[config.mk]
export PLATFORM = sky130hd
export DESIGN_NAME = ibi_queue_packer
export DESIGN_NICKNAME = d
export VERILOG_FILES = /design/src/rtl/ibiq_pkg.sv /design/src/rtl/ibiq_fifo.sv /design/src/rtl/ibiq_packer.sv /design/src/rtl/ibi_queue_packer.sv
export SDC_FILE = /design/constraint.sdc
export NUM_CORES = 1
export LEC_CHECK = 0
export BUFFER_PORTS_ARGS = -buffer_cell sky130_fd_sc_hd__clkbuf_2
export CORE_ASPECT_RATIO = 0.9
export CORE_MARGIN = 2
export CORE_UTILIZATION = 45
export CTS_BUF_LIST = sky130_fd_sc_hd__clkbuf_16
export DETAILED_ROUTE_END_ITERATION = 7
export SLEW_MARGIN = 20
export SYNTH_ARGS = -nofsm -noshare
export SYNTH_HDL_FRONTEND = slang
export SYNTH_SLANG_ARGS = --single-unit
[constraint.sdc]
create_clock -name clk -period 7.66 [get_ports clk]
set_input_delay 0.766 -clock clk [delete_from_list [all_inputs] [get_ports clk]]
set_output_delay 0.766 -clock clk [all_outputs]
set_load 0.005 [all_outputs]
[src/rtl/ibiq_pkg.sv]
package ibiq_pkg;

  typedef enum logic [1:0] {PK_IDLE, PK_STATUS, PK_PACK} pk_state_e;

  // Build the event status word from the byte count and event attributes.
  function automatic logic [31:0] make_status(input logic [7:0] nbytes,
                                              input logic [2:0] slice_words,
                                              input logic [6:0] addr,
                                              input logic       rnw,
                                              input logic       rej);
    logic [7:0] sbytes;
    logic [7:0] len;
    logic [7:0] nsl;
    sbytes = (slice_words == 3'd0) ? 8'd4 : {3'b000, slice_words, 2'b00};
    len    = (nbytes > sbytes) ? sbytes : nbytes;
    nsl    = (nbytes + sbytes - 8'd1) / sbytes;
    return {rej, 7'd0, rnw, addr, nsl, len};
  endfunction

endpackage

[src/rtl/ibiq_fifo.sv]
module ibiq_fifo #(
  parameter int W     = 8,
  parameter int DEPTH = 16,
  localparam int AW   = $clog2(DEPTH),
  localparam int CW   = $clog2(DEPTH + 1)
) (
  input  logic          clk,
  input  logic          rst_n,
  input  logic          clr,
  input  logic          push,
  input  logic [W-1:0]  wdata,
  input  logic          pop,
  output logic [W-1:0]  rdata,
  output logic [CW-1:0] count,
  output logic          full,
  output logic          empty
);

  logic [W-1:0]  mem [DEPTH];
  logic [AW-1:0] wptr, rptr, wptr_n, rptr_n;
  logic [CW-1:0] count_n;
  logic          do_push, do_pop;

  assign full    = (count == CW'(DEPTH));
  assign empty   = (count == '0);
  assign do_push = push && !full;
  assign do_pop  = pop && !empty;
  assign rdata   = mem[rptr];

  always_comb begin
    wptr_n  = wptr;
    rptr_n  = rptr;
    count_n = count;
    if (clr) begin
      wptr_n  = '0;
      rptr_n  = '0;
      count_n = '0;
    end else begin
      if (do_push) wptr_n = wptr + AW'(1);
      if (do_pop)  rptr_n = rptr + AW'(1);
      count_n = count + CW'(do_push) - CW'(do_pop);
    end
  end

  always_ff @(posedge clk or negedge rst_n) begin
    if (!rst_n) begin
      wptr  <= '0;
      rptr  <= '0;
      count <= '0;
    end else begin
      wptr  <= wptr_n;
      rptr  <= rptr_n;
      count <= count_n;
    end
  end

  always_ff @(posedge clk) begin
    if (do_push && !clr) mem[wptr] <= wdata;
  end

endmodule

[src/rtl/ibiq_packer.sv]
module ibiq_packer
  import ibiq_pkg::*;
#(
  parameter int BCW = 5
) (
  input  logic           clk,
  input  logic           rst_n,
  input  logic           q_clear,
  input  logic           evt_done,
  input  logic           evt_rej,
  input  logic           evt_notify,
  input  logic [31:0]    status_in,
  input  logic [BCW-1:0] bf_count,
  input  logic           bf_empty,
  input  logic [7:0]     bf_rdata,
  input  logic           wq_full,
  output logic           bf_pop,
  output logic           bf_drop,
  output logic           wq_push,
  output logic [31:0]    wq_wdata,
  output logic           busy
);

  pk_state_e   state, state_n;
  logic [1:0]  lane, lane_n;
  logic [31:0] acc, acc_n;
  logic [31:0] stat, stat_n;
  logic [31:0] merged;

  assign busy   = (state != PK_IDLE);
  assign merged = acc | ({24'd0, bf_rdata} << {lane, 3'b000});

  always_comb begin
    state_n  = state;
    lane_n   = lane;
    acc_n    = acc;
    stat_n   = stat;
    bf_pop   = 1'b0;
    bf_drop  = 1'b0;
    wq_push  = 1'b0;
    wq_wdata = '0;
    unique case (state)
      PK_IDLE: begin
        if (evt_done) begin
          if (evt_rej && !evt_notify) begin
            bf_drop = 1'b1;
          end else begin
            stat_n  = status_in;
            lane_n  = '0;
            acc_n   = '0;
            state_n = PK_STATUS;
          end
        end
      end
      PK_STATUS: begin
        if (!wq_full) begin
          wq_push  = 1'b1;
          wq_wdata = stat;
          state_n  = PK_PACK;
        end
      end
      PK_PACK: begin
        if (bf_empty) begin
          state_n = PK_IDLE;
        end else if (!wq_full) begin
          bf_pop = 1'b1;
          lane_n = lane + 2'd1;
          if (lane == 2'd3 || bf_count == BCW'(1)) begin
            wq_push  = 1'b1;
            wq_wdata = merged;
            acc_n    = '0;
          end else begin
            acc_n = merged;
          end
        end
      end
      default: state_n = PK_IDLE;
    endcase
    if (q_clear) begin
      state_n = PK_IDLE;
      bf_pop  = 1'b0;
      wq_push = 1'b0;
    end
  end

  always_ff @(posedge clk or negedge rst_n) begin
    if (!rst_n) begin
      state <= PK_IDLE;
      lane  <= '0;
      acc   <= '0;
      stat  <= '0;
    end else begin
      state <= state_n;
      lane  <= lane_n;
      acc   <= acc_n;
      stat  <= stat_n;
    end
  end

endmodule

[src/rtl/ibi_queue_packer.sv]
module ibi_queue_packer
  import ibiq_pkg::*;
#(
  parameter int BYTE_DEPTH = 16,
  parameter int WORD_DEPTH = 16,
  localparam int BCW = $clog2(BYTE_DEPTH + 1),
  localparam int LCW = $clog2(WORD_DEPTH + 1)
) (
  input  logic           clk,
  input  logic           rst_n,
  input  logic           byte_valid,
  input  logic [7:0]     byte_data,
  output logic           byte_ready,
  input  logic           evt_done,
  input  logic [6:0]     evt_addr,
  input  logic           evt_rnw,
  input  logic           evt_rej,
  input  logic           evt_notify,
  input  logic [2:0]     slice_words,
  input  logic [LCW-1:0] thr,
  input  logic           rd_en,
  output logic [31:0]    rd_data,
  output logic [LCW-1:0] level,
  output logic           thld_irq,
  output logic           busy,
  input  logic           q_clear
);

  logic [BCW-1:0] bf_count;
  logic           bf_full, bf_empty, bf_pop, bf_drop;
  logic [7:0]     bf_rdata;
  logic           wq_push, wq_full, wq_empty, wq_pop;
  logic [31:0]    wq_wdata, wq_rdata;
  logic [31:0]    status_in;
  logic [LCW-1:0] level_n;
  logic           irq_n;

  assign byte_ready = !bf_full && !busy && !evt_done;
  assign status_in  = make_status(8'(bf_count), slice_words, evt_addr, evt_rnw, evt_rej);

  ibiq_fifo #(.W(8), .DEPTH(BYTE_DEPTH)) byte_fifo_i (
    .clk   (clk),
    .rst_n (rst_n),
    .clr   (q_clear || bf_drop),
    .push  (byte_valid && byte_ready),
    .wdata (byte_data),
    .pop   (bf_pop),
    .rdata (bf_rdata),
    .count (bf_count),
    .full  (bf_full),
    .empty (bf_empty)
  );

  ibiq_packer #(.BCW(BCW)) packer_i (
    .clk        (clk),
    .rst_n      (rst_n),
    .q_clear    (q_clear),
    .evt_done   (evt_done),
    .evt_rej    (evt_rej),
    .evt_notify (evt_notify),
    .status_in  (status_in),
    .bf_count   (bf_count),
    .bf_empty   (bf_empty),
    .bf_rdata   (bf_rdata),
    .wq_full    (wq_full),
    .bf_pop     (bf_pop),
    .bf_drop    (bf_drop),
    .wq_push    (wq_push),
    .wq_wdata   (wq_wdata),
    .busy       (busy)
  );

  assign wq_pop = rd_en && !wq_empty && !q_clear;

  ibiq_fifo #(.W(32), .DEPTH(WORD_DEPTH)) word_fifo_i (
    .clk   (clk),
    .rst_n (rst_n),
    .clr   (q_clear),
    .push  (wq_push),
    .wdata (wq_wdata),
    .pop   (wq_pop),
    .rdata (wq_rdata),
    .count (level),
    .full  (wq_full),
    .empty (wq_empty)
  );

  assign rd_data = wq_empty ? 32'd0 : wq_rdata;

  // Threshold interrupt: set on a write, cleared on a read, judged on new level.
  always_comb begin
    level_n = level + LCW'(wq_push && !wq_full) - LCW'(wq_pop);
    irq_n   = thld_irq;
    if (q_clear) begin
      irq_n = 1'b0;
    end else if (wq_push && level_n >= thr) begin
      irq_n = 1'b1;
    end else if (wq_pop && level_n < thr) begin
      irq_n = 1'b0;
    end
  end

  always_ff @(posedge clk or negedge rst_n) begin
    if (!rst_n) thld_irq <= 1'b0;
    else        thld_irq <= irq_n;
  end

endmodule


# [After elaboration in Yosys (flattened, before gate mapping)]
# Memories as Yosys holds them, arrays and structs flattened.
# Index checks and enable logic that the tools add are counted.
[totals] register_bits=88 mem_bits_rw=640 out_inout_bits=40 word_cells=139 mem_count=2
[mem_list] memory="word_fifo_i.mem" depth=16 word_bits=32 rd=1 rd_clocked_by_memory_dff=0 wr=1 line_no="ibiq_fifo.sv:19" rtl="logic [W-1:0] mem [DEPTH];"
[mem_list] memory="byte_fifo_i.mem" depth=16 word_bits=8 rd=1 rd_clocked_by_memory_dff=0 wr=1 line_no="ibiq_fifo.sv:19"
[classes] addsub=12 div=1 magnitude_cmp=3 eq_ne=14 shifts=1 mux=54 bitwise_logic=2 reduce_logical=39
[ops] operator="32-bit two-way mux" count=10
[ops] operator="32-bit case mux with 2 select lines" count=2
[ops] operator="4-bit two-way mux" count=8
[ops] operator="32-bit OR" count=1
[ops] operator="8-bit by 5-bit left shift with 32-bit output" count=1
[ops] operator="5-bit two-way mux" count=4
[ops] operator="1-bit two-way mux" count=18
[ops] operator="2-bit two-way mux" count=9
[ops] operator="4-bit by 1-bit adder with 4-bit output (second input constant)" count=4
[ops] operator="5-bit by 1-bit subtractor with 5-bit output" count=3
[ops] operator="1-bit logical AND" count=14
[ops] operator="3-bit != test (second input constant)" count=4
[ops] operator="2-bit nonzero test" count=6
[ops] operator="5-bit by 1-bit adder with 5-bit output" count=2
[ops] operator="5-bit equality test (second input constant)" count=2
[ops] operator="5-bit logical NOT" count=2
[ops] operator="1-bit logical NOT" count=9
[ops] operator="8-bit by 8-bit divider with 8-bit output" count=1
[ops] operator="2-bit != test (second input constant)" count=4
[ops] operator="6-bit by 1-bit subtractor with 7-bit output (second input constant)" count=1
[ops] operator="5-bit by 5-bit adder with 6-bit output" count=1
[ops] operator="2-bit case mux with 3 select lines" count=1
[ops] operator="5-bit by 1-bit equality test with 1-bit output (second input constant)" count=1
[ops] operator="5-bit greater-or-equal comparator" count=1
[ops] operator="15 further kinds" count=17

# [Depth between registers and ports, before layout]
[depth] depth_word=15 ltp_mapped=39 ltp_nobuf=39

# [Hierarchy]
# From an unflattened synthesis, not the netlist that was laid out.
[hier_totals] cells_unflattened=1906 area_unflattened_um2=31491.5
[modules_own_cells] module="ibiq_fifo at word_fifo_i" n_inst=1 cells_each=1026 area_each_um2=20479.6 seq_area_each_um2=15700.1
[modules_own_cells] module="ibiq_fifo at byte_fifo_i" n_inst=1 cells_each=307 area_each_um2=5805.6 seq_area_each_um2=4169.0
[modules_own_cells] module="ibiq_packer" n_inst=1 cells_each=339 area_each_um2=3538.4 seq_area_each_um2=1701.6
[modules_own_cells] module="ibi_queue_packer" n_inst=1 cells_each=234 area_each_um2=1667.8 seq_area_each_um2=25.0

# [Worst setup path before layout]
# OpenSTA, ideal clock, no wires.
[synth_path] path_type="in2reg" from="in slice_words[1]" to="reg packer_i.stat[8]" setup_ns=0.128 arrival_time_ns=7.866 required_ns=7.532 slack_ns=-0.334 stages=36 path_buffers=0 cell_sequence="nor2_1 nor2_1 ha_1 inv_1 ha_1 a211o_2 a21oi_4 ha_1 nand2_1 o21a_1 ha_1 o21a_1 o21ai_1 nor3_1 or2_2 ha_1 a21oi_1 nand2_1 mux2i_1 ha_1 o21a_1 nor2_1 inv_1 a21oi_1 nand2_2 a21oi_1 ha_1 o21a_1 o21ai_0 and2b_1 nand2_2 mux2_4 ha_1 a2111oi_0 o21a_1 a31oi_1"
[synth_via] elab_chain_len=5
[synth_rtl] element="start: declaration" line_no="ibi_queue_packer.sv:19" rtl="input logic [2:0] slice_words,"
[synth_rtl] element="3-bit logical NOT" line_no="ibiq_pkg.sv:14" rtl="sbytes = (slice_words == 3'd0) ? 8'd4 : {3'b000, slice_words, 2'b00};"
[synth_rtl] element="5-bit two-way mux (*)" line_no="ibiq_pkg.sv:14"
[synth_rtl] element="5-bit by 5-bit adder with 6-bit output" line_no="ibiq_pkg.sv:16" rtl="nsl = (nbytes + sbytes - 8'd1) / sbytes;"
[synth_rtl] element="6-bit by 1-bit subtractor with 7-bit output" line_no="ibiq_pkg.sv:16"
[synth_rtl] element="8-bit by 8-bit divider with 8-bit output (*)" line_no="ibiq_pkg.sv:16"
[synth_rtl] element="end signal: assignment" line_no="ibiq_packer.sv:96" rtl="stat <= stat_n;"
[synth_rtl] element="end: declaration" line_no="ibiq_packer.sv:27" rtl="logic [31:0] stat, stat_n;"
# Every way passes the cells marked *; elsewhere a longest branch is shown, timed or not.
# A chain may end at the register's enable or synchronous reset.

# [Worst setup path after layout]
# Same ends and word-level chain as after synthesis.

==> metrics.yaml <==
clock_tree:
  insertion_delay_ns: 0.62
  cts_buffer_depth: 3
  clkTransAtPathRegs_ns: 0.06
  htreeDepth: 3
  cts_tree: "built"
  clock-root-buffer: "clkbuf_16"
  cts_buffers: 76
  cts_sinks: 725
  cts_hold_buffers: 0
synthesis:
  synth_seq_cells: 725
  syn_avg_cell_area_sq_um: 16.00
  synth-seq-area-share: 0.7074
  synth_ff_type: "edfxtp_1"
  synth-edff-count: 640
  syn_nets: 1978
  postSynth.asyncResetShare: 0.1172
  synthDistinctLibCells: 64
  yosysWarningCount: 0
  netlist_area_sq_um: 30180
  syn_inst: 1886
critical_path:
  path_buf_inv: 3
  cp_common_cell: "ha_1"
  startpoint_type: "input pin"
  critPathMaxFanout: 5
  crit_family: "compound AO/OA/AOI/OAI gates"
  slowest_stage: "a2111oi_2"
  cp-end-kind: "flip-flop"
  critPathKind: "in2reg"
  cp.arrival_ns: 7.70
  cp.required_ns: 8.13
  max_stage_delay_ns: 0.40
timing:
  final-hold-violation-count: 0
  setup_viol: 0
  holdWs_ns: 0.1112
  worst_slew_pin_slew_ns: 1.110
  slew_violations: 0
  finClkSkew_ns: 0.03285
  period_share: 0.9431
  clock.fmax_mhz: 138.4
  min_period_ns: 7.224
  fin_setup_tns_ns: 0
  max_slew_margin: 0.2573
cells_and_area:
  final_nets: 2096
  final_cell_mix: "edfxtp_1 (640), nor2_1 (163), nand2_1 (151)"
  drive_above_1_share: 0.2017
  syn2layout_area_growth_pct: 13.23
  final_common_cell: "edfxtp_1"
global_route:
  grt_antenna_before_repair: 1
  grt_start_max_net_pins: 66
  grt_pass1_vias: 16753
  grt_overflow: 0
  grt_pass1_wl_microns: 104500
  gr-usage-all-layers: 0.2018
floorplanning:
  core_sq_um: 66660
  fp-row-count: 90
  io_pins: 72
  dieArea_sq_um: 69150
  fp.dieW_microns: 277.0
  die_h_microns: 249.7
  start_util: 0.4527
detailed_routing:
  drt-vias-per-instance: 5.653
  ant_nets: 0
  wl_per_cell_microns: 23.68
  drtIter0Drc: 1410
  first_pass_iters: 5
  post-route-drc-count: 0
  wirelength_microns: 69550
  vias: 16603
place:
  portBuffers: 71
  globalplace.congestion: 0.7763
  dp_hpwl_microns: 39420
outcome:
  status: "finished, final reports clean"
min_path:
  min-delay-path-class: "in2async"
power:
  peakVddDrop_uv: 222.7
  power_density_nw_per_um2: 320.8
  power_leakage_nw: 11.57
job:
  maxCapViolations: 0
## state kept, by name (all words and copies together) (netlist names)
name / count
byte_fifo_i.count: 5
byte_fifo_i.mem: 128
byte_fifo_i.rptr: 4
byte_fifo_i.wptr: 4
packer_i.acc: 32
packer_i.lane: 2
packer_i.stat: 22
packer_i.state: 2
thld_irq: 1
word_fifo_i.count: 5
word_fifo_i.mem: 512
word_fifo_i.rptr: 4
word_fifo_i.wptr: 4
## kinds of logic (layout without fill, tap and decap cells)
| logic type | count (synthesis) | count (layout) | share of synthesized area |
|---|---|---|---|
| AO/OA/AOI/OAI | 300 | 300 | 0.06253 |
| buffers and inverters | 131 | 307 | 0.01750 |
| adder cells (fa/ha/maj) | 60 | 60 | 0.02538 |
| AND/OR/NAND/NOR | 404 | 404 | 0.05668 |
| other | 0 | 1 | 0 |
| XOR/XNOR | 25 | 25 | 0.007256 |
| multiplexers | 241 | 241 | 0.1233 |
| flip-flops | 725 | 725 | 0.7074 |
## cell type report
| type | count | area, sq um |
|---|---|---|
| flip-flops and latches | 725 | 21360 |
| well taps | 874 | 1094 |
| diodes | 1 | 2.502 |
| repair buffers | 133 | 823.3 |
| inverters | 38 | 142.6 |
| fillers | 5522 | 32490 |
| clock buffers | 76 | 1902 |
| multi-input cells | 1030 | 8446 |
| clock inverters | 60 | 400.4 |
## Yosys cell counts, drive strengths merged (6+ instances only)
master,n,area [sq um]
edfxtp,640,19220
nor2,173,651.9
nand2,154,583.1
mux2i,134,1341
o21ai,105,525.5
mux4,104,2342
dfrtp,85,2127
a21oi,80,415.4
ha,58,725.7
clkbuf,57,214.0
inv,38,142.6
buf,36,171.4
a211oi,34,255.2
o221ai,32,280.3
and2,19,118.9
xor2,15,131.4
a31oi,11,68.82
xnor2,10,87.58
nor3,9,45.04
and3,8,51.30
nand3,8,40.04
nor2b,8,50.05
nand2b,7,43.79
o21a,7,53.80
a21o,6,45.04
## final timing paths
kind,endpoint,depth (start not counted),slack (ns),from
setup reg to reg,packer_i.stat[8],38,0.45,byte_fifo_i.count[3]
min in group clk,packer_i.stat[17],3,0.39,evt_addr[1]
hold reg to reg,packer_i.stat[18],2,0.48,packer_i.stat[18]
hold / removal,packer_i.stat[31],1,0.11,rst_n
max in group asynchronous,word_fifo_i.rptr[0],2,6.41,rst_n
setup / recovery,packer_i.stat[8],40,0.44,slice_words[1]
## per-layer routing
| metal | up-vias | GRT usage | wire [microns] |
|---|---|---|---|
| li1 | 7495 | - | - |
| met1 | 8578 | 0.2885 | 30930 |
| met2 | 435 | 0.3267 | 33710 |
| met3 | 95 | 0.03145 | 3579 |
| met4 | 0 | 0.05016 | 1326 |
| met5 | - | 0 | 0 |
## where the power goes
part           internal [mW]  switching (mW)  total (mW)
Combinational           1.23            1.69        2.92
Clock                   1.94            1.49        3.43
Sequential              4.45           0.156        4.61
## stage by stage
step                      setup slack (ns)  area, sq um    util  total power [mW]  std cells
after CTS                           0.1615        34020  0.5103             10.97       2929
after global routing               -0.1200        34170  0.5125             11.49       2936
after floorplan                    0.06479        30190       -             6.587       1886
after global placement            -0.04371        31710  0.4757             7.468       2793
final                               0.4358        34170  0.5126             10.96       2937
after detailed placement           -0.3331        31720  0.4758             7.548       2793
## what timing repair did
action | CTS | global route
endpoints found under the setup margin | 0 | 1
setup buffers | 0 | 7
resized for setup | 0 | 11
Note: power is estimated with default switching activity, not from simulation.
